`src/rtl/tk_pkg.sv`:
```
package tk_pkg;
  localparam int unsigned SEC_LAST  = 59;
  localparam int unsigned MIN_LAST  = 59;
  localparam int unsigned HOUR_LAST = 23;
  localparam int unsigned HALF_DAY  = 12;

  typedef logic [7:0] bcd2_t;

  // Binary 0..99 to two packed BCD digits.
  function automatic bcd2_t to_bcd2(input logic [6:0] v);
    logic [6:0] tens;
    logic [6:0] units;
    tens  = v / 7'd10;
    units = v - tens * 7'd10;
    return {tens[3:0], units[3:0]};
  endfunction
endpackage

```
`src/rtl/tk_prescaler.sv`:
```
module tk_prescaler #(
  parameter int unsigned REF_HZ = 262144,
  parameter int unsigned CAL_W  = 6
) (
  input  logic             clk,
  input  logic             rst,
  input  logic [CAL_W-1:0] cal_drop,
  output logic             sec_tick
);
  localparam int unsigned FRAME_MAX = REF_HZ + (1 << CAL_W);
  localparam int unsigned FW        = $clog2(FRAME_MAX);

  logic [FW-1:0]    frame_cnt;
  logic [FW-1:0]    last_w;
  logic [CAL_W-1:0] cal_q;

  // Frame = cal_q swallowed pulses followed by REF_HZ counted pulses.
  assign last_w = FW'(cal_q) + FW'(REF_HZ - 1);

  always_ff @(posedge clk) begin
    if (rst) begin
      frame_cnt <= '0;
      cal_q     <= cal_drop;
      sec_tick  <= 1'b0;
    end else begin
      sec_tick <= (frame_cnt == last_w);
      if (frame_cnt == last_w) begin
        frame_cnt <= '0;
        cal_q     <= cal_drop;
      end else begin
        frame_cnt <= frame_cnt + 1'b1;
      end
    end
  end

  // the frame counter never passes the end of the latched frame
  p_frame_bound_r7: assert property (@(posedge clk) disable iff (rst)
    frame_cnt <= last_w);

  // ticks are isolated single-cycle pulses
  p_tick_single_r7: assert property (@(posedge clk) disable iff (rst)
    sec_tick |=> !sec_tick);
endmodule

```
`src/rtl/tk_timecount.sv`:
```
module tk_timecount (
  input  logic       clk,
  input  logic       rst,
  input  logic       mode_12h,
  input  logic       test_stop,
  input  logic       inc_hour,
  input  logic       inc_min,
  input  logic       sec_tick,
  output logic [5:0] min_q,
  output logic [4:0] hr_q
);
  import tk_pkg::*;

  logic [5:0] sec_q;
  logic [5:0] min_nx;
  logic [4:0] hr_nx;
  logic       set_any;

  // Hours are held in 24-hour form; 12-hour view is derived downstream.
  assign min_nx  = (min_q == 6'(MIN_LAST))  ? 6'd0 : min_q + 6'd1;
  assign hr_nx   = (hr_q  == 5'(HOUR_LAST)) ? 5'd0 : hr_q  + 5'd1;
  assign set_any = inc_hour | inc_min;

  always_ff @(posedge clk) begin
    if (rst) begin
      sec_q <= '0;
      min_q <= '0;
      hr_q  <= mode_12h ? 5'd1 : 5'd0;
    end else if (set_any) begin
      // Strobes win over a coincident tick; they never carry.
      if (inc_min) begin
        min_q <= min_nx;
        sec_q <= '0;
      end
      if (inc_hour) begin
        hr_q <= hr_nx;
      end
    end else if (sec_tick && !test_stop) begin
      if (sec_q == 6'(SEC_LAST)) begin
        sec_q <= '0;
        min_q <= min_nx;
        if (min_q == 6'(MIN_LAST)) begin
          hr_q <= hr_nx;
        end
      end else begin
        sec_q <= sec_q + 6'd1;
      end
    end
  end

  // minute strobe leaves the seconds at zero
  p_sec_clear_r5: assert property (@(posedge clk) disable iff (rst)
    inc_min |=> (sec_q == 6'd0));

  // hour strobe alone does not disturb minutes
  p_min_kept_r4: assert property (@(posedge clk) disable iff (rst)
    (inc_hour && !inc_min) |=> $stable(min_q));

  // frozen counters without strobes
  p_hold_stop_r6: assert property (@(posedge clk) disable iff (rst)
    (test_stop && !set_any) |=> ($stable(sec_q) && $stable(min_q) && $stable(hr_q)));

  // counters stay within range
  p_range_r8: assert property (@(posedge clk) disable iff (rst)
    (sec_q <= 6'(SEC_LAST)) && (min_q <= 6'(MIN_LAST)) && (hr_q <= 5'(HOUR_LAST)));
endmodule

```
`src/rtl/tk_display_fmt.sv`:
```
module tk_display_fmt (
  input  logic       clk,
  input  logic       rst,
  input  logic       mode_12h,
  input  logic       flash_en,
  input  logic       sec_tick,
  input  logic [5:0] min_q,
  input  logic [4:0] hr_q,
  output logic [7:0] hours_bcd,
  output logic [7:0] mins_bcd,
  output logic       pm_o,
  output logic       colon_o
);
  import tk_pkg::*;

  logic       phase_q;
  logic       after_noon;
  logic [4:0] hr_mod;
  logic [4:0] hr_show;

  assign after_noon = (hr_q >= 5'(HALF_DAY));
  assign hr_mod     = after_noon ? hr_q - 5'(HALF_DAY) : hr_q;

  always_comb begin
    if (mode_12h) begin
      hr_show = (hr_mod == 5'd0) ? 5'(HALF_DAY) : hr_mod;
    end else begin
      hr_show = hr_q;
    end
  end

  always_ff @(posedge clk) begin
    if (rst) begin
      phase_q   <= 1'b1;
      hours_bcd <= mode_12h ? 8'h01 : 8'h00;
      mins_bcd  <= 8'h00;
      pm_o      <= 1'b0;
      colon_o   <= 1'b1;
    end else begin
      if (sec_tick) begin
        phase_q <= ~phase_q;
      end
      hours_bcd <= to_bcd2({2'b00, hr_show});
      mins_bcd  <= to_bcd2({1'b0, min_q});
      pm_o      <= mode_12h & after_noon;
      colon_o   <= flash_en ? phase_q : 1'b1;
    end
  end

  // steady colon when flashing is off
  p_colon_steady_r9: assert property (@(posedge clk) disable iff (rst)
    !flash_en |=> colon_o);

  // no PM indication in 24-hour mode
  p_pm_24h_r3: assert property (@(posedge clk) disable iff (rst)
    !mode_12h |=> !pm_o);

  // 12-hour display never shows hour zero
  p_no_zero_hour_r2: assert property (@(posedge clk) disable iff (rst)
    mode_12h |=> (hours_bcd != 8'h00));

  // BCD digits are legal
  p_bcd_digits_r8: assert property (@(posedge clk) disable iff (rst)
    (hours_bcd[3:0] <= 4'd9) && (mins_bcd[3:0] <= 4'd9) && (mins_bcd[7:4] <= 4'd5));
endmodule

```
`src/rtl/tk_clock_core.sv`:
```
module tk_clock_core #(
  parameter int unsigned REF_HZ = 262144,
  parameter int unsigned CAL_W  = 6
) (
  input  logic             clk,
  input  logic             rst,
  input  logic             mode_12h,
  input  logic             flash_en,
  input  logic             test_stop,
  input  logic             inc_hour,
  input  logic             inc_min,
  input  logic [CAL_W-1:0] cal_drop,
  output logic [7:0]       hours_bcd,
  output logic [7:0]       mins_bcd,
  output logic             pm_o,
  output logic             colon_o
);
  logic       sec_tick;
  logic [5:0] min_q;
  logic [4:0] hr_q;

  tk_prescaler #(.REF_HZ(REF_HZ), .CAL_W(CAL_W)) u_pre (
    .clk      (clk),
    .rst      (rst),
    .cal_drop (cal_drop),
    .sec_tick (sec_tick)
  );

  tk_timecount u_cnt (
    .clk       (clk),
    .rst       (rst),
    .mode_12h  (mode_12h),
    .test_stop (test_stop),
    .inc_hour  (inc_hour),
    .inc_min   (inc_min),
    .sec_tick  (sec_tick),
    .min_q     (min_q),
    .hr_q      (hr_q)
  );

  tk_display_fmt u_fmt (
    .clk       (clk),
    .rst       (rst),
    .mode_12h  (mode_12h),
    .flash_en  (flash_en),
    .sec_tick  (sec_tick),
    .min_q     (min_q),
    .hr_q      (hr_q),
    .hours_bcd (hours_bcd),
    .mins_bcd  (mins_bcd),
    .pm_o      (pm_o),
    .colon_o   (colon_o)
  );
endmodule

```
`config.mk`:
```
export PLATFORM = sky130hd
export DESIGN_NAME = tk_clock_core
export DESIGN_NICKNAME = d
export VERILOG_FILES = /design/src/rtl/tk_pkg.sv /design/src/rtl/tk_prescaler.sv /design/src/rtl/tk_timecount.sv /design/src/rtl/tk_display_fmt.sv /design/src/rtl/tk_clock_core.sv
export SDC_FILE = /design/constraint.sdc
export NUM_CORES = 1
export LEC_CHECK = 0
export BUFFER_PORTS_ARGS = -buffer_cell sky130_fd_sc_hd__buf_2
export CAP_MARGIN = 20
export CORE_UTILIZATION = 40
export CTS_CLUSTER_DIAMETER = 100
export DETAILED_ROUTE_END_ITERATION = 10
export PLACE_DENSITY_LB_ADDON = 0.15
export SYNTH_ARGS = -nofsm -noshare
export SYNTH_HDL_FRONTEND = slang
export SYNTH_SLANG_ARGS = --single-unit
```
`constraint.sdc`:
```
create_clock -name clk -period 4.79 [get_ports clk]
set_input_delay 0.7185 -clock clk [delete_from_list [all_inputs] [get_ports clk]]
set_output_delay 0.7185 -clock clk [all_outputs]
set_load 0.005 [all_outputs]
```
# Yosys cells after proc, flatten, opt, wreduce, memory -nomap -nowiden

Index checks and enable logic that the tools add are counted.

Add/sub/neg operators: 8
$mul: 2
Divide/modulo/power cells: 2
Order comparisons: 1
Equal/unequal tests: 6
Mux-type cells: 24
Bitwise gates (word level): 4
Reduce and logical (&&, ||, !) cells: 14

Operator list:

| kind                                                | number |
|---|---|
| two-way mux 6 bit                                   | 11 |
| two-way mux 5 bit                                   | 10 |
| adder 19 x 1 -> 19 bit, second input constant       | 1 |
| adder 6 x 18 -> 19 bit, second input constant       | 1 |
| equality test 19 bit                                | 1 |
| multiplier 7 x 3 -> 3 bit, second input constant    | 2 |
| adder 6 x 1 -> 6 bit, second input constant         | 2 |
| equality test 6 bit, second input constant          | 2 |
| nonzero test 3 bit                                  | 3 |
| two-way mux 8 bit                                   | 1 |
| subtractor 4 bit                                    | 2 |
| divider 5 x 4 -> 7 bit, second input constant       | 1 |
| divider 6 x 4 -> 7 bit, second input constant       | 1 |
| nonzero test 2 bit                                  | 3 |
| adder 5 x 1 -> 5 bit, second input constant         | 1 |
| equality test 5 bit, second input constant          | 1 |
| >= comparator 5 x 4 -> 1 bit, second input constant | 1 |
| logical NOT 5 bit                                   | 1 |
| subtractor 5 x 4 -> 5 bit, second input constant    | 1 |
| AND reduction 4 bit                                 | 1 |
| OR reduction 2 bit                                  | 2 |
| != test 3 bit, second input constant                | 1 |
| AND reduction 3 bit                                 | 1 |
| two-way mux 1 bit                                   | 2 |
| 7 further kinds                                     | 8 |

Register bits after elaboration: 62
Logic and storage cells: 72

# Longest topological paths before layout

Depth after elaboration: 9
Mapped depth: 21
Gate-level depth less buffers: 21

# Modules after synthesis

A second synthesis with hierarchy kept.

Cells, all modules: 335
Area, all modules: 3206.8 um2

Modules (own cells, without submodules):

| module         | instances | cells each | area an instance (um2) |
|---|---|---|---|
| tk_prescaler   | 1         | 141        | 1391.3 |
| tk_display_fmt | 1         | 105        | 952.2 |
| tk_timecount   | 1         | 89         | 863.3 |

# Worst setup path before layout

Ideal clock, no wire load.

Path type: register to register
Start: register u_cnt.hr_q[3]
End: register u_fmt.hours_bcd[3]
Arrival: 3905 ps
Slack: 764 ps
Cell stages (with the launch flop): 22
Path through: edfxtp_1 ha_1 buf_6 a21oi_2 mux2i_1 a211oi_2 nor2_2 inv_1 nand2_1 ha_1 a41o_1 inv_1 ha_1 nand2b_1 a21oi_2 o21ai_1 a32o_2 ha_1 fa_1 xor2_1 and2_2 mux2_4

Longest elaborated chain between the ends: 9
Elaborated cells on any way between the ends: 10
Those cells by class: add/sub: 2; mul: 1; div: 1; order compare: 1; mux: 4; reduce/logical: 1

RTL lines:

| item                                                                      | RTL line                                   | text |
|---|---|---|
| start, declared                                                           | tk_timecount.sv:10                         | `output logic [4:0] hr_q` |
| start signal, assigned                                                    | tk_timecount.sv:28                         | `hr_q <= mode_12h ? 5'd1 : 5'd0;` |
| start signal, assigned                                                    | tk_timecount.sv:36                         | `hr_q <= hr_nx;` |
| start signal, assigned                                                    | tk_timecount.sv:43                         | `hr_q <= hr_nx;` |
| subtractor 5 x 4 -> 5 bit or >= comparator 5 x 4 -> 1 bit (tied branches) | tk_display_fmt.sv:22, tk_display_fmt.sv:21 |  |
| two-way mux 5 bit                                                         | tk_display_fmt.sv:22                       | `assign hr_mod = after_noon ? hr_q - 5'(HALF_DAY) : hr_q;` |
| logical NOT 5 bit                                                         | tk_display_fmt.sv:26                       | `hr_show = (hr_mod == 5'd0) ? 5'(HALF_DAY) : hr_mod;` |
| two-way mux 5 bit                                                         | tk_display_fmt.sv:26                       |  |
| two-way mux 5 bit (*)                                                     | tk_display_fmt.sv:25                       | `if (mode_12h) begin` |
| divider 5 x 4 -> 7 bit                                                    | tk_pkg.sv:13                               | `tens = v / 7'd10;` |
| multiplier 7 x 3 -> 3 bit                                                 | tk_pkg.sv:14                               | `units = v - tens * 7'd10;` |
| subtractor 4 bit (*)                                                      | tk_pkg.sv:14                               |  |
| two-way mux 8 bit (*)                                                     | tk_display_fmt.sv:33                       | `if (rst) begin` |
| end signal, assigned                                                      | tk_display_fmt.sv:35                       | `hours_bcd <= mode_12h ? 8'h01 : 8'h00;` |
| end signal, assigned                                                      | tk_display_fmt.sv:43                       | `hours_bcd <= to_bcd2({2'b00, hr_show});` |
| end, declared                                                             | tk_display_fmt.sv:9                        | `output logic [7:0] hours_bcd,` |

Mark *: on every way between the ends. The rest lies on a longest branch, timed or not.
A chain may end at the register's enable or synchronous reset.

# Final worst setup path

Ends and elaborated chain as after synthesis.

==> flow_summary_export.csv <==
group,metric,value,unit
synthesis,synth_warnings,0,
placed_design,io_buffers,27,
clock_network,cts_buffers,9,
synthesis,ys_seq_area_frac,0.409,
timing,max_freq,224,MHz
worst_setup_path,crit_family,"adder cells",
power,p_sw,0.307,mW
timing,slew_violations,0,
worst_setup_path,setup.worst_path.end_class,"register",
power,power.density,327,nW/um^2
global_route,met1_usage,0.183,
global_route,grt_first_pass_wirelength,9800,um
timing,rsz0062_at_grt,"no",
layout,diodes,0,
synthesis,synthTopCellsByArea,"dfxtp_1 30%, edfxtp_1 10%, ha_1 6.7%",
hold_path,hold_class,"reg -> reg",
global_route,busiest_layer,"met2",
clock_network,cts.root.buffer_cell,"clkbuf_8",
placed_design,gp_congestion,0.784,
timing,holdWs,490,ps
worst_setup_path,worstPathCellList,"ha_1 -> a21oi_2 -> mux2i_1 -> a211oi_2 -> nor2_2 -> inv_1 -> nand2_1 -> ha_1 -> a41o_1 -> inv_1 -> ha_1 -> nand2b_1 -> a21oi_2 -> o21ai_1 -> a32o_2 -> ha_1 -> fa_1 -> xor2_1 -> and2_2 -> mux2_4",
detailed_routing,vias,2326,
power,power.share.clock,0.371,
floorplanning,die_w,90.8,um
floorplanning,die_h,90.8,um
synthesis,ys_ff_latch,59,
synthesis,synthArstFlopShare,0,
detailed_routing,drt-total-wl,5560,um
timing,fin_ws,334,ps
clock_network,tritoncts,"built",
worst_setup_path,cp.required,5010,ps
floorplanning,row_count,32,
placed_design,place_area,3350,sq um
worst_setup_path,crit_path_top_delay_cell,"edfxtp_1",
layout,final_common_cell,"nor2_1",
layout,area.sequential,1290,sq um
layout,final_area,3550,sq um
synthesis,synth_top_area_frac,0.304,
global_route,grt_pass1_vias,2174,
power,pwr-share-seq,0.475,
power,internal-power,0.855,mW
detailed_routing,vias_per_cell,4.85,
global_route,met2_usage,0.233,
global_route,grt_max_degree,26,
global_route,grtUsageMet3,0.0446,
layout,nets,405,
worst_setup_path,critical_path_class,"reg -> reg",
worst_setup_path,crit_path_max_incr_delay,510,ps
floorplanning,start_util,0.411,
layout,fillers,779,
timing,slew_headroom,0.292,
layout,multiInputGateArea,1720,sq um
placed_design,place_inst,461,
placed_design,dp_slack,287,ps
clock_network,insertion_delay,340,ps
clock_network,clk_pin_slew,70,ps
worst_setup_path,crit_fanout,8,
clock_network,clockBufferDepth,2,
timing,hold_violations,0,
timing,period_needed,4460,ps
power,p_sw_frac,0.264,
clock_network,h-tree-depth,3,
floorplanning,ios,31,
global_route,overflow,0,
detailed_routing,wl_per_cell,11.6,um
power,total_power,1.16,mW
global_route,antenna_found_initial,0,
detailed_routing,post-route-drc-count,0,
synthesis,synth_edf_count,11,
worst_setup_path,cp.arrival,4680,ps
floorplanning,core_region_area,7690,sq um
worst_setup_path,critPathBufInv,2,
synthesis,avgSynthCellArea,9.20,sq um
timing,tightest_slew,1050,ps
power,combPwrFrac,0.153,
timing,min_period_over_period,0.930,
placed_design,dpl.hpwl,3970,um
detailed_routing,drt_pre_antenna_iters,4,
timing,finalSetupViolCount,0,
synthesis,synth_cell_types,59,
detailed_routing,drtIter0Drc,102,
synthesis,synthCells,343,
floorplanning,dieArea,8250,sq um
timing,setup-tns-final,0,ps
layout,fin_cells,480,
layout,synthToLayoutAreaGrowth,12.6,%
synthesis,synth_flop_cell,"dfxtp_1",
synthesis,synth_area,3160,sq um
clock_network,cts.sinks,59,
layout,fin_util,0.462,
power,leakage,1.44,nW
detailed_routing,ant_nets,0,
power,ir_worst_vdd,0.203,mV
synthesis,synth_top_area_cell,"dfxtp_1",
global_route,grtUsageTotal,0.148,
worst_setup_path,critPathMostFrequentCell,"ha_1",
run_status,status,"finished clean",
layout,final_cell_mix,"55 x nor2_1, 48 x dfxtp_1, 27 x buf_2",
timing,finClkSkew,7.76,ps
worst_setup_path,startpoint_type,"register",
run,maxCapViolations,0,
layout,layout-drive-gt1-share,0.161,
## kinds of logic (layout without fill, tap and decap cells)
family	Yosys count	after routing	share of synthesized area
xor gates and xnor gates	39	39	0.108
buffers and inverters	31	64	0.0495
AOI/OAI and AO/OA	35	35	0.0852
adders and majority gates	19	19	0.0801
other	1	3	0.00119
DFF	59	59	0.409
muxes	8	8	0.0270
and+or+nand+nor	151	151	0.240
## power groups by stage
stage	Sequential [mW]	Combinational (mW)	Clock [mW]
floorplan	0.560	0.139	0
global placement	0.565	0.170	0
detailed placement	0.566	0.170	0
CTS	0.554	0.172	0.452
global route	0.555	0.201	0.467
finish	0.552	0.178	0.431
## path summary, 6_finish.rpt
kind / start / endpoint / slack [ps] / depth (start not counted)
worst max-delay path: u_cnt.hr_q[3]$_SDFFCE_PP0P_ / u_fmt.hours_bcd[3]$_SDFF_PP0_ / 330 / 20
worst min-delay path: u_pre.sec_tick$_SDFF_PP0_ / u_fmt.phase_q$_SDFFE_PP1P_ / 490 / 2
worst max register to register: u_cnt.hr_q[3]$_SDFFCE_PP0P_ / u_fmt.hours_bcd[3]$_SDFF_PP0_ / 330 / 20
worst min register to register: u_pre.sec_tick$_SDFF_PP0_ / u_fmt.phase_q$_SDFFE_PP1P_ / 490 / 2
## synth_stat cells, types with 3 or more instances
| cell | number |
|---|---|
| buf_4 | 4 |
| o31ai_1 | 3 |
| inv_1 | 17 |
| edfxtp_1 | 11 |
| clkbuf_1 | 7 |
| xnor2_1 | 18 |
| nand4b_1 | 3 |
| mux2i_1 | 7 |
| xor2_1 | 21 |
| o21ai_0 | 5 |
| or3_1 | 3 |
| ha_1 | 17 |
| nor3_1 | 4 |
| nand4_1 | 4 |
| nor2b_1 | 4 |
| nor2_1 | 55 |
| nand3_1 | 19 |
| nand2b_1 | 5 |
| and3_1 | 5 |
| nor4_1 | 6 |
| nand2_1 | 26 |
| dfxtp_1 | 48 |
| a21oi_1 | 6 |
## worst reg2reg max path: cells and delay by family (launching register included)
family | cells | cell delay (ps)
fa+ha+maj | 5 | 1400
mux | 2 | 550
buf+inv | 2 | 190
flops | 1 | 510
simple gates | 4 | 550
compound gates | 6 | 990
xor+xnor | 1 | 180
## registers in the layout, indices dropped and copies added (netlist names)
| register | flops |
|---|---|
| u_pre.frame_cnt | 19 |
| u_fmt.mins_bcd | 7 |
| u_cnt.min_q | 6 |
| u_cnt.sec_q | 6 |
| u_fmt.hours_bcd | 6 |
| u_pre.cal_q | 6 |
| u_cnt.hr_q | 5 |
| u_fmt.colon_o | 1 |
| u_fmt.phase_q | 1 |
| u_fmt.pm_o | 1 |
| u_pre.sec_tick | 1 |
## cell type report
cell class,instances,area share
clock buffer,10,0.0359
inverter,17,0.0180
multi-input combinational,255,0.485
timing repair buffer,31,0.0465
tap,102,0.0359
sequential,59,0.363
clock inverter,6,0.0158
## per-layer routing
| layer | share of wire | wire, um |
|---|---|---|
| met1 | 0.50 | 2770 |
| met2 | 0.45 | 2500 |
| met3 | 0.033 | 183 |
| met4 | 0.020 | 111 |
| met5 | 0 | 0 |
## timing repair
action                     in CTS  in global routing
setup buffers                   0                  3
hold buffers                    0                  0
setup endpoints to repair       0                  1
resized for setup               0                  0
Power figures use the tool's default switching activity.
